<file path="src/rtl/lp_state_pkg.sv">
package lp_state_pkg;

  typedef enum logic [2:0] {
    ST_FULL  = 3'd0,
    ST_DOZE  = 3'd1,
    ST_NAP   = 3'd2,
    ST_SLEEP = 3'd3,
    ST_DEEP  = 3'd4
  } lpState_e;

  typedef enum logic [1:0] {
    TGT_DOZE  = 2'd0,
    TGT_NAP   = 2'd1,
    TGT_SLEEP = 2'd2,
    TGT_DEEP  = 2'd3
  } lpTarget_e;

  // strobes from sequencer to datapath
  typedef struct packed {
    logic     setHalt;
    logic     clrHalt;
    logic     setStop;
    logic     clrStop;
    logic     tbOff;
    logic     tbOn;
    logic     pwrDown;
    logic     pwrUp;
    logic     cntLoad;
    logic     loadTgt;
    logic     commit;
    lpState_e commitCode;
  } lpStrobe_t;

  function automatic lpState_e residentOf(lpTarget_e t);
    case (t)
      TGT_DOZE:  return ST_DOZE;
      TGT_NAP:   return ST_NAP;
      TGT_SLEEP: return ST_SLEEP;
      default:   return ST_DEEP;
    endcase
  endfunction

endpackage

</file>
<file path="src/rtl/lp_seq_ctrl.sv">
module lp_seq_ctrl
  import lp_state_pkg::*;
(
  input  logic      clk,
  input  logic      rstN,
  input  logic      lpReq,
  input  logic      haltAck,
  input  logic      stopAck,
  input  logic      wakeIrq,
  input  logic      pgDone,
  input  lpTarget_e tgtQ,
  output lpStrobe_t strb
);

  typedef enum logic [2:0] {
    SEQ_IDLE,
    SEQ_ENT_HALT,
    SEQ_ENT_STOP,
    SEQ_RESIDE,
    SEQ_EXIT_PWR,
    SEQ_EXIT_STOP,
    SEQ_EXIT_HALT
  } seq_e;

  seq_e cur, nxt;

  always_ff @(posedge clk) begin
    if (!rstN) cur <= SEQ_IDLE;
    else       cur <= nxt;
  end

  always_comb begin
    strb = '0;
    strb.commitCode = ST_FULL;
    nxt = cur;
    case (cur)
      SEQ_IDLE: begin
        if (lpReq) begin
          strb.loadTgt = 1'b1;
          strb.setHalt = 1'b1;
          nxt = SEQ_ENT_HALT;
        end
      end
      SEQ_ENT_HALT: begin
        if (wakeIrq) begin
          strb.clrHalt = 1'b1;
          strb.commit = 1'b1;
          strb.commitCode = ST_FULL;
          nxt = SEQ_IDLE;
        end else if (haltAck) begin
          if (tgtQ == TGT_DOZE) begin
            strb.commit = 1'b1;
            strb.commitCode = ST_DOZE;
            nxt = SEQ_RESIDE;
          end else begin
            strb.setStop = 1'b1;
            nxt = SEQ_ENT_STOP;
          end
        end
      end
      SEQ_ENT_STOP: begin
        if (wakeIrq) begin
          strb.clrStop = 1'b1;
          nxt = SEQ_EXIT_HALT;
        end else if (stopAck) begin
          strb.commit = 1'b1;
          strb.commitCode = residentOf(tgtQ);
          strb.tbOff = (tgtQ == TGT_SLEEP) || (tgtQ == TGT_DEEP);
          strb.pwrDown = (tgtQ == TGT_DEEP);
          nxt = SEQ_RESIDE;
        end
      end
      SEQ_RESIDE: begin
        if (wakeIrq) begin
          case (tgtQ)
            TGT_DEEP: begin
              strb.pwrUp = 1'b1;
              strb.cntLoad = 1'b1;
              nxt = SEQ_EXIT_PWR;
            end
            TGT_SLEEP: begin
              strb.tbOn = 1'b1;
              nxt = SEQ_EXIT_STOP;
            end
            TGT_NAP: begin
              strb.clrStop = 1'b1;
              nxt = SEQ_EXIT_HALT;
            end
            default: begin
              strb.clrHalt = 1'b1;
              strb.commit = 1'b1;
              strb.commitCode = ST_FULL;
              nxt = SEQ_IDLE;
            end
          endcase
        end
      end
      SEQ_EXIT_PWR: begin
        if (pgDone) begin
          strb.tbOn = 1'b1;
          nxt = SEQ_EXIT_STOP;
        end
      end
      SEQ_EXIT_STOP: begin
        strb.clrStop = 1'b1;
        nxt = SEQ_EXIT_HALT;
      end
      SEQ_EXIT_HALT: begin
        strb.clrHalt = 1'b1;
        strb.commit = 1'b1;
        strb.commitCode = ST_FULL;
        nxt = SEQ_IDLE;
      end
      default: nxt = SEQ_IDLE;
    endcase
  end

endmodule

</file>
<file path="src/rtl/lp_datapath.sv">
module lp_datapath
  import lp_state_pkg::*;
#(
  parameter int NUM_WAKE  = 5,
  parameter int PG_CYCLES = 16
) (
  input  logic                clk,
  input  logic                rstN,
  input  lpStrobe_t           strb,
  input  logic [1:0]          lpTarget,
  input  logic [NUM_WAKE-1:0] wakeSrc,
  input  logic [NUM_WAKE-1:0] wakeEn,
  output logic                haltReq,
  output logic                stopReq,
  output logic                tbEn,
  output logic                pwrOff,
  output logic                wakeIrq,
  output logic [2:0]          stateCode,
  output logic                transPulse,
  output lpTarget_e           tgtQ,
  output logic                pgDone
);

  localparam int CW = (PG_CYCLES < 2) ? 1 : $clog2(PG_CYCLES + 1);
  localparam logic [CW-1:0] PG_LOAD = CW'(PG_CYCLES - 1);

  logic [NUM_WAKE-1:0] wakeGated;
  logic [CW-1:0]       pgCnt;
  lpState_e            stateR;

  for (genvar i = 0; i < NUM_WAKE; i++) begin : g_wakeGate
    assign wakeGated[i] = wakeSrc[i] & wakeEn[i];
  end

  always_ff @(posedge clk) begin
    if (!rstN) wakeIrq <= 1'b0;
    else       wakeIrq <= |wakeGated;
  end

  always_ff @(posedge clk) begin
    if (!rstN) begin
      haltReq <= 1'b0;
      stopReq <= 1'b0;
      tbEn    <= 1'b1;
      pwrOff  <= 1'b0;
    end else begin
      if (strb.setHalt)      haltReq <= 1'b1;
      else if (strb.clrHalt) haltReq <= 1'b0;
      if (strb.setStop)      stopReq <= 1'b1;
      else if (strb.clrStop) stopReq <= 1'b0;
      if (strb.tbOff)        tbEn <= 1'b0;
      else if (strb.tbOn)    tbEn <= 1'b1;
      if (strb.pwrDown)      pwrOff <= 1'b1;
      else if (strb.pwrUp)   pwrOff <= 1'b0;
    end
  end

  always_ff @(posedge clk) begin
    if (!rstN)             tgtQ <= TGT_DOZE;
    else if (strb.loadTgt) tgtQ <= lpTarget_e'(lpTarget);
  end

  always_ff @(posedge clk) begin
    if (!rstN)               pgCnt <= '0;
    else if (strb.cntLoad)   pgCnt <= PG_LOAD;
    else if (pgCnt != '0)    pgCnt <= pgCnt - 1'b1;
  end

  assign pgDone = (pgCnt == '0);

  always_ff @(posedge clk) begin
    if (!rstN) begin
      stateR     <= ST_FULL;
      transPulse <= 1'b0;
    end else begin
      transPulse <= strb.commit && (strb.commitCode != stateR);
      if (strb.commit) stateR <= strb.commitCode;
    end
  end

  assign stateCode = stateR;

endmodule

</file>
<file path="src/rtl/lp_state_ctrl.sv">
module lp_state_ctrl
  import lp_state_pkg::*;
#(
  parameter int NUM_WAKE  = 5,
  parameter int PG_CYCLES = 16
) (
  input  logic                clk,
  input  logic                rstN,
  input  logic                lpReq,
  input  logic [1:0]          lpTarget,
  input  logic [NUM_WAKE-1:0] wakeSrc,
  input  logic [NUM_WAKE-1:0] wakeEn,
  input  logic                haltAck,
  input  logic                stopAck,
  output logic                haltReq,
  output logic                stopReq,
  output logic                tbEn,
  output logic                pwrOff,
  output logic                wakeIrq,
  output logic [2:0]          stateCode,
  output logic                transPulse
);

  lpStrobe_t strb;
  lpTarget_e tgtQ;
  logic      pgDone;

  lp_seq_ctrl u_seq (
    .clk     (clk),
    .rstN    (rstN),
    .lpReq   (lpReq),
    .haltAck (haltAck),
    .stopAck (stopAck),
    .wakeIrq (wakeIrq),
    .pgDone  (pgDone),
    .tgtQ    (tgtQ),
    .strb    (strb)
  );

  lp_datapath #(
    .NUM_WAKE  (NUM_WAKE),
    .PG_CYCLES (PG_CYCLES)
  ) u_dp (
    .clk        (clk),
    .rstN       (rstN),
    .strb       (strb),
    .lpTarget   (lpTarget),
    .wakeSrc    (wakeSrc),
    .wakeEn     (wakeEn),
    .haltReq    (haltReq),
    .stopReq    (stopReq),
    .tbEn       (tbEn),
    .pwrOff     (pwrOff),
    .wakeIrq    (wakeIrq),
    .stateCode  (stateCode),
    .transPulse (transPulse),
    .tgtQ       (tgtQ),
    .pgDone     (pgDone)
  );

endmodule

</file>
<file path="config.mk">
export PLATFORM = sky130hd
export DESIGN_NAME = lp_state_ctrl
export DESIGN_NICKNAME = d
export VERILOG_FILES = /design/src/rtl/lp_state_pkg.sv /design/src/rtl/lp_seq_ctrl.sv /design/src/rtl/lp_datapath.sv /design/src/rtl/lp_state_ctrl.sv
export SDC_FILE = /design/constraint.sdc
export NUM_CORES = 1
export LEC_CHECK = 0
export BUFFER_PORTS_ARGS = -buffer_cell sky130_fd_sc_hd__buf_2
export CORE_MARGIN = 10
export CORE_UTILIZATION = 57
export CTS_CLUSTER_DIAMETER = 50
export CTS_CLUSTER_SIZE = 28
export DETAILED_ROUTE_END_ITERATION = 6
export GPL_ROUTABILITY_DRIVEN = 0
export PLACE_DENSITY_LB_ADDON = 0.25
export SLEW_MARGIN = 20
export SYNTH_ARGS = -nofsm -noshare
export SYNTH_HDL_FRONTEND = slang
export SYNTH_SLANG_ARGS = --single-unit
</file>
<file path="constraint.sdc">
create_clock -name clk -period 2.3 [get_ports clk]
set_input_delay 0.23 -clock clk [delete_from_list [all_inputs] [get_ports clk]]
set_output_delay 0.23 -clock clk [all_outputs]
set_load 0.1 [all_outputs]
</file>
## Yosys cells after proc, flatten, opt, wreduce, memory -nomap -nowiden

Cells that the tools add are included.

| operators by class | value |
|---|---|
| $add $sub $neg | 1 |
| eq/ne operators | 15 |
| mux-type cells | 55 |
| bitwise logic cells | 6 |
| reduce and logical (&&, ||, !) cells | 15 |

Operator list:

| cell | count |
|---|---|
| 4-bit two-way mux | 9 |
| 1-bit two-way mux | 29 |
| 3-bit two-way mux | 7 |
| 3-bit one-hot mux with 3 select lines | 2 |
| 3-bit one-hot mux with 6 select lines | 1 |
| 4-bit one-hot mux with 4 select lines | 1 |
| 2-bit nonzero test | 5 |
| 3-bit == test (second input constant) | 3 |
| 3-bit by 2-bit == test with 1-bit output (second input constant) | 2 |
| 2-bit two-way mux | 3 |
| 3-bit by 2-bit != test with 1-bit output (second input constant) | 2 |
| 1-bit one-hot mux with 3 select lines | 2 |
| 1-bit bitwise AND | 5 |
| 5-bit logical NOT | 1 |
| 5-bit AND reduction | 1 |
| 5-bit nonzero test | 1 |
| 5-bit OR reduction | 1 |
| 5-bit by 1-bit subtractor with 5-bit output (second input constant) | 1 |
| 2-bit == test (second input constant) | 2 |
| 2-bit != test (second input constant) | 2 |
| 3-bit by 1-bit == test with 1-bit output (second input constant) | 1 |
| 3-bit logical NOT | 1 |
| 3-bit != test | 1 |
| 3-bit OR reduction | 1 |
| other kinds (8) | 8 |

| storage, ports and cells | value |
|---|---|
| flip-flop bits (word level) | 19 |
| output and inout port bits | 9 |
| logic and storage cells | 103 |

## Depth between registers and ports, before layout

| logic depth | value |
|---|---|
| word-level depth | 7 |
| mapped depth | 7 |

## Cells and area by module

A second synthesis with hierarchy kept.

| second synthesis, totals | value |
|---|---|
| cell total of the unflattened synthesis | 138 |
| area total of the unflattened synthesis | 1222.4 um^2 |

By module, submodules not included:

| module | times used | cells each | area an instance (um^2) | sequential area each (um^2) |
|---|---|---|---|---|
| lp_datapath | 1 | 64 | 691.9 | 320.3 |
| lp_seq_ctrl | 1 | 74 | 530.5 | 60.1 |

## Least setup slack after synthesis

No wires, ideal clock.

| path | value |
|---|---|
| path kind | reg-to-reg |
| start | register u_dp.wakeIrq |
| end | register u_dp.stateR[1], in the netlist u_dp.stateCode[1] |
| setup time | 118 ps |
| data arrival time | 2075 ps |
| data required time | 2182 ps |
| path slack | 107 ps |
| stages on the path, launching flop included | 7 |
| path buffers | 1 |
| period minus slack after synthesis | 2193 ps |
| path through | dfxtp_1 > clkbuf_2 > nor2b_1 > and2_1 > o2bb2ai_1 > a21oi_1 > a32o_1 |

| between the ends | value |
|---|---|
| word-level cells in the longest chain between the ends | 2 |
| elaborated cells between the ends (all ways) | 4 |
| classes of those cells | 4 x mux |

RTL lines:

| item | line | source |
|---|---|---|
| start: declaration | lp_datapath.sv:17 | `output logic wakeIrq,` |
| start signal: assignment | lp_datapath.sv:37 | `else wakeIrq <= \|wakeGated;` |
| 4-bit two-way mux, on equally long branches | lp_seq_ctrl.sv:74, lp_seq_ctrl.sv:62, lp_seq_ctrl.sv:45 |  |
| 4-bit one-hot mux with 4 select lines (*) | lp_seq_ctrl.sv:36 | `case (cur)` |
| end signal: assignment | lp_datapath.sv:77 | `if (strb.commit) stateR <= strb.commitCode;` |
| end: declaration | lp_datapath.sv:29 | `lpState_e stateR;` |

Every way passes the cells marked *; elsewhere a longest branch is shown, timed or not.
A chain may end at the register's enable or synchronous reset.

## Worst setup path in the final report

| path | value |
|---|---|
| start | register u_dp.pgCnt[0] |
| end | register u_seq.cur[2] |

| between the ends | value |
|---|---|
| word-level cells in the longest chain between the ends | 3 |

RTL lines:

| item | line | source |
|---|---|---|
| start: declaration | lp_datapath.sv:28 | `logic [CW-1:0] pgCnt;` |
| start signal: assignment | lp_datapath.sv:66 | `else if (pgCnt != '0) pgCnt <= pgCnt - 1'b1;` |
| 5-bit logical NOT | lp_datapath.sv:69 | `assign pgDone = (pgCnt == '0);` |
| 2-bit != test (no line) | -- |  |
| 5-bit AND reduction (no line) | -- |  |
| end signal: assignment | lp_seq_ctrl.sv:29 | `else cur <= nxt;` |
| end: declaration | lp_seq_ctrl.sv:25 | `seq_e cur, nxt;` |

No other way between the ends.

==> results.json <==
{
  "arrival_ns": 2.00,
  "totalWireLength_um": 2565,
  "synthArstFlopShare": 0,
  "drv_cap": 0,
  "initial_core_util": 0.6046,
  "fin_setup_tns_ns": 0,
  "relSlewSlack": 0.6685,
  "dp_cells": 186,
  "final_util": 0.6786,
  "fill_cells": 194,
  "crit_chain": "inv_1, ha_1, nor4b_4, buf_4, a2111o_1, o31ai_2, o22ai_1, and2_1",
  "cts_setup_buffers": 0,
  "grt_max_degree": 22,
  "powerDensity_nw_per_um2": 943.3,
  "worstSetupPathType": "flop to flop",
  "max_freq_mhz": 557.4,
  "cts_buffers": 3,
  "grt_usage": 0.1275,
  "p_switching_uw": 517.6,
  "min_from": "lpTarget[0]",
  "seq_power_share": 0.380,
  "cp_top_family": "compound AO/OA/AOI/OAI gates",
  "cts-root-buf": "clkbuf_4",
  "worstMarginPinSlew_ns": 0.4966,
  "grt_pass1_wl_um": 4471,
  "slew_viol_final": 0,
  "clk_latency_ns": 0.30,
  "cts.hold.buffers_added": 0,
  "avgSynthCellArea_sq_um": 8.595,
  "synth_largest_area_cell": "dfxtp_1",
  "coreArea_sq_um": 1962,
  "ys.flop_type": "dfxtp_1",
  "cts_tree": "done",
  "ys_ff_latch": 19,
  "grt_overflow": 0,
  "power.leakage_nw": 0.5817,
  "clk_pin_slew_worst_paths_ns": 0.11,
  "io_pins": 26,
  "synth_seq_area_share": 0.3207,
  "multi_input_area_sq_um": 724.4,
  "clock-sinks": 19,
  "yosysWarnings": 0,
  "p_comb_frac": 0.485,
  "synth_commonest_cells": "dfxtp_1, a21oi_1, nor2b_1",
  "power.internal_uw": 738.3,
  "rows": 16,
  "ctsResizeCount": 0,
  "final_cell_area_sq_um": 1331,
  "end_kind": "flop",
  "viasPerCell": 5.616,
  "dieArea_sq_um": 4305,
  "fin_cells": 190,
  "drcViolationCount": 0,
  "slowest_delay_ns": 0.42,
  "vias": 1067,
  "die_w_um": 65.62,
  "synth_edf_count": 0,
  "htree_levels": 1,
  "cp_num_buf_inv": 2,
  "finClkSkew_ns": 0.008364,
  "p_total_mw": 1.256,
  "yosysUniqueCellTypes": 41,
  "yosysMostFrequentCell": "dfxtp_1",
  "seq_area_sq_um": 380.4,
  "r2r_end": "u_seq.cur[2]",
  "postSynthCellCount": 138,
  "ff2ff_setup_slack_ns": 0.51,
  "antenna_found_initial": 0,
  "peakVddDrop_v": 0.0005973,
  "pwr-share-clk": 0.135,
  "setup_viol": 0,
  "drt_first_pass_iters": 4,
  "ant_nets": 0,
  "swShare": 0.4121,
  "drt_iter0_drc": 48,
  "startpoint_type": "flop",
  "crit_fanout": 7,
  "period_minus_slack_ns": 1.794,
  "finalCritPeriodShare": 0.7800,
  "hp-class": "input port to flop",
  "syn2layout_area_growth_pct": 12.24,
  "dpl_cell_area_sq_um": 1305,
  "port_buffers": 25,
  "post_drt_wl_per_cell_um": 13.50,
  "nNetsFinal": 188,
  "cts_buffer_depth": 2,
  "worstHoldPathCells": 3,
  "synth_area_sq_um": 1186,
  "critPathRequiredTime_ns": 2.51,
  "synthTopCellsByArea": "dfxtp_1, ha_1, nor2b_1",
  "antenna_cells": 0,
  "dp_hpwl_um": 1981,
  "r2r_cells": 8,
  "synth_nets": 162,
  "finalHoldViolations": 0,
  "r2r-start": "u_dp.pgCnt[0]",
  "synth_top_area_frac": 0.3207,
  "die_y_um": 65.62,
  "status": "finished, final reports clean",
  "slowest_stage": "a2111o_1",
  "rsz0062_at_grt": "no",
  "holdPathEnd": "u_dp.tgtQ[0]",
  "grt_pass1_vias": 1080,
  "drive_gt1_frac": 0.2086
}
==> routing by layer <==
metal,wire length (um),GRT usage
met1,1111,0.1417
met2,1274,0.2256
met3,133,0.02373
met4,47,0.06417
met5,0,0
==> cell usage in the layout, fill, tap and decap left out, types with 4 or more instances in the layout <==
master	synthesis	layout
a21boi_0	5	5
a21oi_1	11	11
a22oi_1	4	4
and2_1	6	6
buf_2	1	25
dfxtp_1	19	19
ha_1	7	7
inv_1	7	7
nand2_1	8	8
nand3_1	5	5
nor2_1	9	9
nor2b_1	10	10
o21ai_0	7	7
==> power groups by stage <==
| stage | Sequential, mW | Clock, mW | Combinational [mW] |
|---|---|---|---|
| final | 0.477 | 0.170 | 0.609 |
| after global routing | 0.489 | 0.186 | 0.686 |
| after CTS | 0.476 | 0.177 | 0.615 |
| after detailed placement | 0.484 | 0 | 0.612 |
| after global placement | 0.480 | 0 | 0.593 |
| after floorplan | 0.532 | 0 | 0.443 |
==> sequential cells by signal, summed over array words and instances (netlist names), 2 cells and up <==
signal          cells
u_dp.pgCnt          5
u_dp.stateCode      3
u_dp.tgtQ           2
u_seq.cur           3
==> worst max path at each step <==
stage	startpoint	to	cells past startpoint
final	u_dp.pgCnt[0]	u_seq.cur[2]	8
after global routing	u_dp.pgCnt[0]	u_seq.cur[2]	8
after CTS	u_dp.pgCnt[0]	u_seq.cur[2]	8
after detailed placement	u_dp.pgCnt[0]	u_seq.cur[2]	8
after global placement	u_dp.pgCnt[0]	u_seq.cur[2]	8
after floorplan	u_dp.wakeIrq	u_dp.stateCode[1]	6
==> tightest hold or removal path: stages <==
cell and delay [ns]:
buf_2 0.08, a21oi_1 0.05, nor2b_1 0.09
==> per-stage QoR <==
step                setup WS, ns  hold WS [ns]
finish                    0.5061        0.1739
CTS                       0.5106        0.1693
global placement          0.5668        0.4636
floorplan                 0.1071        0.3905
detailed placement        0.5160        0.4749
global route              0.3846        0.2182
==> layout make-up <==
cell class                      count  area share
Tap cell                           27     0.02538
Clock buffer                        4     0.01974
Sequential cell                    19      0.2857
Timing Repair Buffer               27      0.1053
Multi-Input combinational cell    106      0.5442
Inverter                            7     0.01974
==> cells by family after synthesis <==
| family | synth area share |
|---|---|
| and+or+nand+nor | 0.2468 |
| AOI/OAI and AO/OA | 0.2511 |
| DFF | 0.3207 |
| buffers and inverters | 0.06856 |
| adders and majority gates | 0.07384 |
| xor gates and xnor gates | 0.02954 |
| muxes | 0.009493 |
Note: power is estimated with default switching activity, not from simulation.
